<file path="config.mk">
export PLATFORM = sky130hd
export DESIGN_NAME = updn_counter
export DESIGN_NICKNAME = d
export VERILOG_FILES = /design/src/rtl/updn_pkg.sv /design/src/rtl/updn_ctrl.sv /design/src/rtl/updn_next.sv /design/src/rtl/updn_term.sv /design/src/rtl/updn_counter.sv
export SDC_FILE = /design/constraint.sdc
export NUM_CORES = 1
export LEC_CHECK = 0
export BUFFER_PORTS_ARGS = -buffer_cell sky130_fd_sc_hd__buf_4
export CAP_MARGIN = 20
export CORE_AREA = 2 2 39 41
export CTS_BUF_LIST = sky130_fd_sc_hd__clkbuf_8
export CTS_CLUSTER_SIZE = 25
export DETAILED_ROUTE_END_ITERATION = 16
export DIE_AREA = 0 0 41 43
export SLEW_MARGIN = 40
export SYNTH_ARGS = -nofsm -noshare
export SYNTH_HDL_FRONTEND = slang
export SYNTH_SLANG_ARGS = --single-unit
export TNS_END_PERCENT = 10
</file>
<file path="constraint.sdc">
create_clock -name clk -period 2.3 [get_ports clk]
set_input_delay 0.46 -clock clk [delete_from_list [all_inputs] [get_ports clk]]
set_output_delay 0.46 -clock clk [all_outputs]
set_load 0.05 [all_outputs]
</file>
<file path="src/rtl/updn_pkg.sv">
package updn_pkg;
  typedef enum logic [2:0] {
    OP_CLEAR,
    OP_LOAD,
    OP_INC,
    OP_DEC,
    OP_HOLD
  } updn_op_e;
endpackage

</file>
<file path="src/rtl/updn_ctrl.sv">
module updn_ctrl
  import updn_pkg::*;
(
  input  logic     rst,
  input  logic     load_n,
  input  logic     up,
  input  logic     ena_p_n,
  input  logic     ena_t_n,
  output updn_op_e op
);
  // priority: reset, then load, then count, else hold
  always_comb begin
    if (rst)                        op = OP_CLEAR;
    else if (!load_n)               op = OP_LOAD;
    else if (!ena_p_n && !ena_t_n)  op = up ? OP_INC : OP_DEC;
    else                            op = OP_HOLD;
  end
endmodule

</file>
<file path="src/rtl/updn_next.sv">
module updn_next
  import updn_pkg::*;
#(
  parameter int WIDTH = 4
) (
  input  updn_op_e         op,
  input  logic [WIDTH-1:0] cur,
  input  logic [WIDTH-1:0] din,
  output logic [WIDTH-1:0] nxt
);
  localparam logic [WIDTH-1:0] STEP = WIDTH'(1);

  always_comb begin
    unique case (op)
      OP_CLEAR: nxt = '0;
      OP_LOAD:  nxt = din;
      OP_INC:   nxt = cur + STEP;
      OP_DEC:   nxt = cur - STEP;
      default:  nxt = cur;
    endcase
  end
endmodule

</file>
<file path="src/rtl/updn_term.sv">
module updn_term #(
  parameter int WIDTH = 4
) (
  input  logic [WIDTH-1:0] cur,
  input  logic             up,
  input  logic             ena_t_n,
  output logic             tc_n
);
  localparam logic [WIDTH-1:0] LAST_UP = '1;
  localparam logic [WIDTH-1:0] LAST_DN = '0;

  logic at_end;
  assign at_end = up ? (cur == LAST_UP) : (cur == LAST_DN);
  assign tc_n   = ~(at_end & ~ena_t_n);
endmodule

</file>
<file path="src/rtl/updn_counter.sv">
module updn_counter
  import updn_pkg::*;
#(
  parameter int WIDTH = 4
) (
  input  logic             clk,
  input  logic             rst,
  input  logic             load_n,
  input  logic [WIDTH-1:0] din,
  input  logic             up,
  input  logic             ena_p_n,
  input  logic             ena_t_n,
  output logic [WIDTH-1:0] q,
  output logic             tc_n
);
  updn_op_e         op;
  logic [WIDTH-1:0] cnt_q;
  logic [WIDTH-1:0] cnt_d;

  updn_ctrl u_ctrl (
    .rst     (rst),
    .load_n  (load_n),
    .up      (up),
    .ena_p_n (ena_p_n),
    .ena_t_n (ena_t_n),
    .op      (op)
  );

  updn_next #(.WIDTH(WIDTH)) u_next (
    .op  (op),
    .cur (cnt_q),
    .din (din),
    .nxt (cnt_d)
  );

  always_ff @(posedge clk) begin
    cnt_q <= cnt_d;
  end

  updn_term #(.WIDTH(WIDTH)) u_term (
    .cur     (cnt_q),
    .up      (up),
    .ena_t_n (ena_t_n),
    .tc_n    (tc_n)
  );

  assign q = cnt_q;
endmodule

</file>
==> impl_results.md, run 1 <==
- Status: finished, final reports clean
- Post-Synthesis Mean Instance Area: slightly above 10 sq um
- Final slew viol count: 0
- Total of max-cap violations: 0
- Final net count: 64
- Post-synthesis sequential area ratio: 0.3934
- Routed wire per std cell: 11.58 um
- Max reg flops: 4
- Vias per inst: ~4.7
- Vias in the first global route: a little under 300
- Clock slew at reported path FFs: ~0.030 ns
- P_sw: 0.08915 mW
- Sum Neg Setup Slack: 0 ns
- Post-synth EDFFs: 4
- Top-area cell type share of the netlist area: 0.3934
- Sw Share: 0.2762
- Most instantiated library cell after synthesis: edfxtp_1
- Synth unique cells: 19
- First-pass GRT wire length: 1131 um
- Cells taking the most area after synthesis: edfxtp_1 (39%), ha_1 (8.2%), fa_1 (6.6%)
- PD cells: approximately 660 nW/um^2
- Layout cells sized above 1: 0.3878
- Required @ worst endpoint: 1.84 ns
- Cell count after synthesis: 30
- Worst-skew pair later-pin latency: 0.21 ns
- Worst VDD drop: around 0.22 mV
- Worst Skew: around 0.000095 ns
- HP Class: in -> reg
- Routability cong.: between 0.7 and 0.8
- Cts bufs inserted: 3
- Post-synth top cells: edfxtp_1 (4), nand2_1 (3), nor2_1 (3), o21ai_0 (3)
- Warnings from Yosys: 0
- Chip width: 41 um
- CTS root buffer: clkbuf_8
- Clock Path Buffers: 2
- Ant diodes: 0
- Cell accounting for the most synthesized area: edfxtp_1
- Worst setup EP type: output port
- Crit path DAT: roughly 1.6 ns
- Clock power frac: 0.454
- Pin count of the biggest net entering global routing: 6
- Netlist Area Pre-Place: roughly 310 sq um
- Flop pwr share: 0.293
- Die Ht: about 43 um
- Post-route minimum period: roughly 2 ns
- Initial antenna violation count: 0
- Area growth syn-to-layout: 59.43%
- Final-report hold violation count: 0
- Pint: 0.2337 mW
- Post-CTS Hold Buffers: 0
- Combinational Power Share: 0.253
- Core Util, Final: 0.3517
- DRT Wirelength: 753 um
- Dpl hpwl: about 600 um
- Via count: about 310
- Drt first pass iters: 3
- Final Setup Violations: 0
- Async set-reset flop share out of synthesis: 0
- Worst setup SP type: register
- Final ANT Viol Nets: 0
- Ports: 15
- Unrepaired setup endpoints after global routing: no
- Period utilisation layout: 0.8810
- CTS tree: yes
- PortBufs: 14
- Primary FF master, synth: edfxtp_1
- Relative slew slack: 0.5904
- Starting Density: 0.2206
- Setup Buffers After CTS: 0
- Row Count: 14
- Die area: approximately 1800 sq um
- DR DRC count: 0
- H-tree Lvls: 1
- Net Count, Synth: between 40 and 50
- Crit Path Max Fanout: 5
- Setup Crit Path Kind: reg -> out
- P_leak: about 0.22 nW
- Slew @ Worst Pin: 0.6079 ns
- Placed Area: 445.4 sq um
- Grt total ovfl: 0
- Synthesized flop and latch total: 4
- Core area: approximately 1400 sq um
- CTS resizes: 0
- Num Clock Sinks: 4
- Fin area: 486.7 sq um
- Max Freq: approximately 500 MHz
- Iter 0 DRT Violations: 5
- Hold slack: 0.5317 ns
- All-Layer GR Usage: 0.09919
[path summary, 6_finish.rpt]
path | startpoint | endpoint | slack (ns) | depth (start not counted)
worst min-delay path | din[2] | q[2] | 0.53 | 3
worst max register to register | q[2] | q[3] | 0.69 | 4
worst max-delay path | q[1] | tc_n | 0.27 | 4
worst min register to register | q[0] | q[0] | 0.73 | 2
[critical path: stages, from the launching register on]
cell and delay (ns):
edfxtp_1 0.47, or4_1 0.50, mux2i_1 0.13, nand2b_1 0.06, buf_4 0.18
[placed cells by master, fill, tap and decap left out, drive strengths merged]
cell type / count
a21o: 1
a21oi: 1
a22o: 1
xor2: 1
buf: 16
clkbuf: 3
mux2i: 1
ha: 2
nor3b: 1
or4: 1
nor2b: 1
fa: 1
a32o: 1
nand2b: 1
edfxtp: 4
xnor2: 1
nand4: 1
nand2: 3
o21ai: 3
nand3: 2
nor2: 3
[power groups by stage]
stage	combinational (mW)	sequential [mW]	clock (mW)
2_1_floorplan	0.0254	0.118	0
3_3_place_gp	0.0808	0.0959	0
3_5_place_dp	0.0817	0.0958	0
4_1_cts	0.0824	0.0949	0.147
5_1_grt	0.0874	0.0961	0.153
6_report	0.0817	0.0947	0.146
[per-stage QoR]
| stage | power [mW] | instances | setup slack [ns] |
|---|---|---|---|
| global placement | 0.1767 | 62 | 0.2358 |
| global route | 0.3364 | 65 | 0.1845 |
| finish | 0.3228 | 65 | 0.2737 |
| floorplan | 0.1430 | 30 | 0.1839 |
| CTS | 0.3243 | 65 | 0.2621 |
| detailed placement | 0.1775 | 62 | 0.1799 |
[kinds of logic after synthesis]
logic type,synth area share
compound gates,0.1516
simple gates,0.2173
flops,0.3935
fa+ha+maj,0.1475
xor+xnor,0.05739
mux,0.03279
[layer usage]
metal | track usage | wire length, um | vias to the layer above
met5 | 0 | 0 | -
met4 | 0.08000 | 11 | 0
met3 | 0.03141 | 51 | 2
met2 | 0.1313 | 340 | 11
met1 | 0.1254 | 350 | 141
li1 | - | - | 154
[layout make-up]
type                    instances  area (sq um)
flip-flops and latches          4         120.1
multi-input cells              26         185.2
clock buffers                   3         41.29
well taps                      16         20.02
fillers                       151         897.1
repair buffers                 16         120.1
(Power assumes the default switching activity.)
==> run 2: changes to the inputs <==
REMOVE_ABC_BUFFERS = 1   (was unset)
clock period = 1.9 ns   (was 2.3 ns; I/O delays follow)
==> run 2 against run 1 <==
- total power rose by 24%
- sequential power up 17%
- first-iteration DRC count down 40%
- wire length is 6.0% lower
- design area up 9.0%
- critical path depth unchanged
- flip-flop and latch count stayed put
- combinational power is 40% higher
- die area did not move
==> impl_results.md, run 2 (synthesis gave the netlist of run 1 again) <==
- Setup Crit Path Kind: reg -> out (unchanged)
- Final ANT Viol Nets: 0 (unchanged)
- Final slew viol count: 0 (unchanged)
- Via count: 309 (was 308)
- Starting Density: 0.2206 (unchanged)
- Layout cells sized above 1: 0.4630 (was 0.3878)
- Total of max-cap violations: 0 (unchanged)
- Most common cell after layout, fill and taps aside: buf_4 (unchanged)
- Worst setup EP type: output port (unchanged)
- Final setup margin: 0.05794 ns (was 0.2737 ns)
- Max reg flops: 4 (unchanged)
- Relative slew slack: 0.6588 (was 0.5904)
- Post-route minimum period: between 1.5 and 2 ns
- Slew @ Worst Pin: 0.5064 ns (was 0.6079 ns)
- Required @ worst endpoint: 1.52 ns (was 1.84 ns)
- Worst reg2reg path startpoint: q[2] (unchanged)
- Row Count: 14 (unchanged)
- Drt first pass iters: 2 (was 3)
- HP Class: in -> reg (unchanged)
- DR DRC count: 0 (unchanged)
- Pre-CTS WS: -0.09857 ns (was 0.1799 ns)
- Period utilisation layout: 0.9695
- DRT Wirelength: 708 um (was 753 um)
- P_leak: 0.2478 nW (was 0.2211 nW)
- Total power: 0.4002 mW (was 0.3228 mW)
- Max Freq: 542.9 MHz
- Vias in the first global route: 270 (was 291)
- Num Clock Sinks: 4 (unchanged)
- Crit path DAT: 1.46 ns (was 1.57 ns)
- Grt total ovfl: 0 (unchanged)
- Area growth syn-to-layout: 73.77% (was 59.43%)
- Hold Crit Start: din[0] (was din[2])
- CTS root buffer: clkbuf_8 (unchanged)
- Worst-skew pair later-pin latency: 0.21 ns (about the same)
- PD cells: 754.3 nW/um^2 (was 663.2 nW/um^2)
- Final Setup Violations: 0 (unchanged)
- Worst VDD drop: 0.4897 mV (was 0.2222 mV)
- Unrepaired setup endpoints after global routing: no (unchanged)
- Most frequent cells in the layout: buf_4 (20), edfxtp_1 (4), nand2_1 (3), o21ai_0 (3), clkbuf_8 (3) (was buf_4 (16), edfxtp_1 (4))
- Die Ht: 43 um (unchanged)
- Core area: 1384 sq um (unchanged)
- Routed wire per std cell: 10.11 um (was 11.58 um)
- Status: finished, final reports clean (unchanged)
- All-Layer GR Usage: 0.1012 (was 0.09919)
- Dpl hpwl: 578.7 um (was 598.4 um)
- Critical path origin: q[0] (was q[1])
- PortBufs: 14 (unchanged)
- Clock Path Buffers: 2 (unchanged)
- Worst Skew: 0.0003820 ns (was 0.00009472 ns)
- H-tree Lvls: 1 (unchanged)
- CTS tree: yes (unchanged)
- Vias per inst: 4.414 (was 4.738)
- Pin count of the biggest net entering global routing: 6 (unchanged)
- Clock slew at reported path FFs: 0.03 ns (about the same)
- Chip width: 41 um (unchanged)
- Final net count: 69 (was 64)
- Ant diodes: 0 (unchanged)
- Crit Path Max Fanout: 2 (was 5)
- Ports: 15 (unchanged)
- Initial antenna violation count: 0 (unchanged)
- Worst setup SP type: register (unchanged)
- First-pass GRT wire length: 1104 um (was 1131 um)
- Cts bufs inserted: 3 (unchanged)
- Post-CTS Hold Buffers: 0 (unchanged)
- Sum Neg Setup Slack: 0 ns (unchanged)
- Routability cong.: 0.7242 (was 0.7148)
- Final-report hold violation count: 0 (unchanged)
- Iter 0 DRT Violations: 3 (was 5)
- Die area: 1763 sq um (unchanged)
-- run 2: routing by layer --
layer	GRT usage	vias up	share of wire	routed length, um
li1	-	162	-	-
met1	0.1287	132	0.45	317
met2	0.1156	13	0.44	308
met3	0.06283	2	0.099	70
met4	0.08000	0	0.017	12
met5	0	-	0	0
-- run 2: final cells by class --
cell class | instances | area (sq um)
clock buffer | 3 | 41.29
fill | 150 | 853.3
multi-input combinational | 26 | 187.7
sequential | 4 | 120.1
tap | 16 | 20.02
timing repair buffer | 21 | 161.4
-- run 2: report_power, final --
| group | switching (mW) | internal (mW) |
|---|---|---|
| Combinational | 0.0631 | 0.0511 |
| Sequential | 0.00395 | 0.107 |
| Clock | 0.0406 | 0.135 |
-- run 2: per-stage QoR --
stage | instances | utilization | area (sq um) | hold slack (ns)
finish | 70 | 0.3834 | 530.5 | 0.4391
global route | 70 | 0.3834 | 530.5 | 0.4553
CTS | 70 | 0.3788 | 524.3 | 0.4379
detailed placement | 66 | 0.3436 | 475.5 | 0.6588
global placement | 66 | 0.3436 | 475.5 | 0.6595
floorplan | 30 | - | 305.3 | 0.5671
-- run 2: worst max-delay path: stages (launching register included) --
cell and delay [ns]:
edfxtp_1 0.37, or4_1 0.52, mux2i_1 0.13, nand2b_1 0.08, buf_6 0.15
-- run 2: final timing paths --
kind | end | slack (ns) | depth (start not counted)
setup / recovery | tc_n | 0.06 | 4
setup reg to reg | q[3] | 0.30 | 4
hold / removal | q[0] | 0.44 | 3
hold reg to reg | q[0] | 0.73 | 2
-- run 2: what timing repair did --
action                     4_1_cts  5_1_grt
setup buffers                    1        0
gates resized for setup          0        2
setup endpoints to repair        1        2
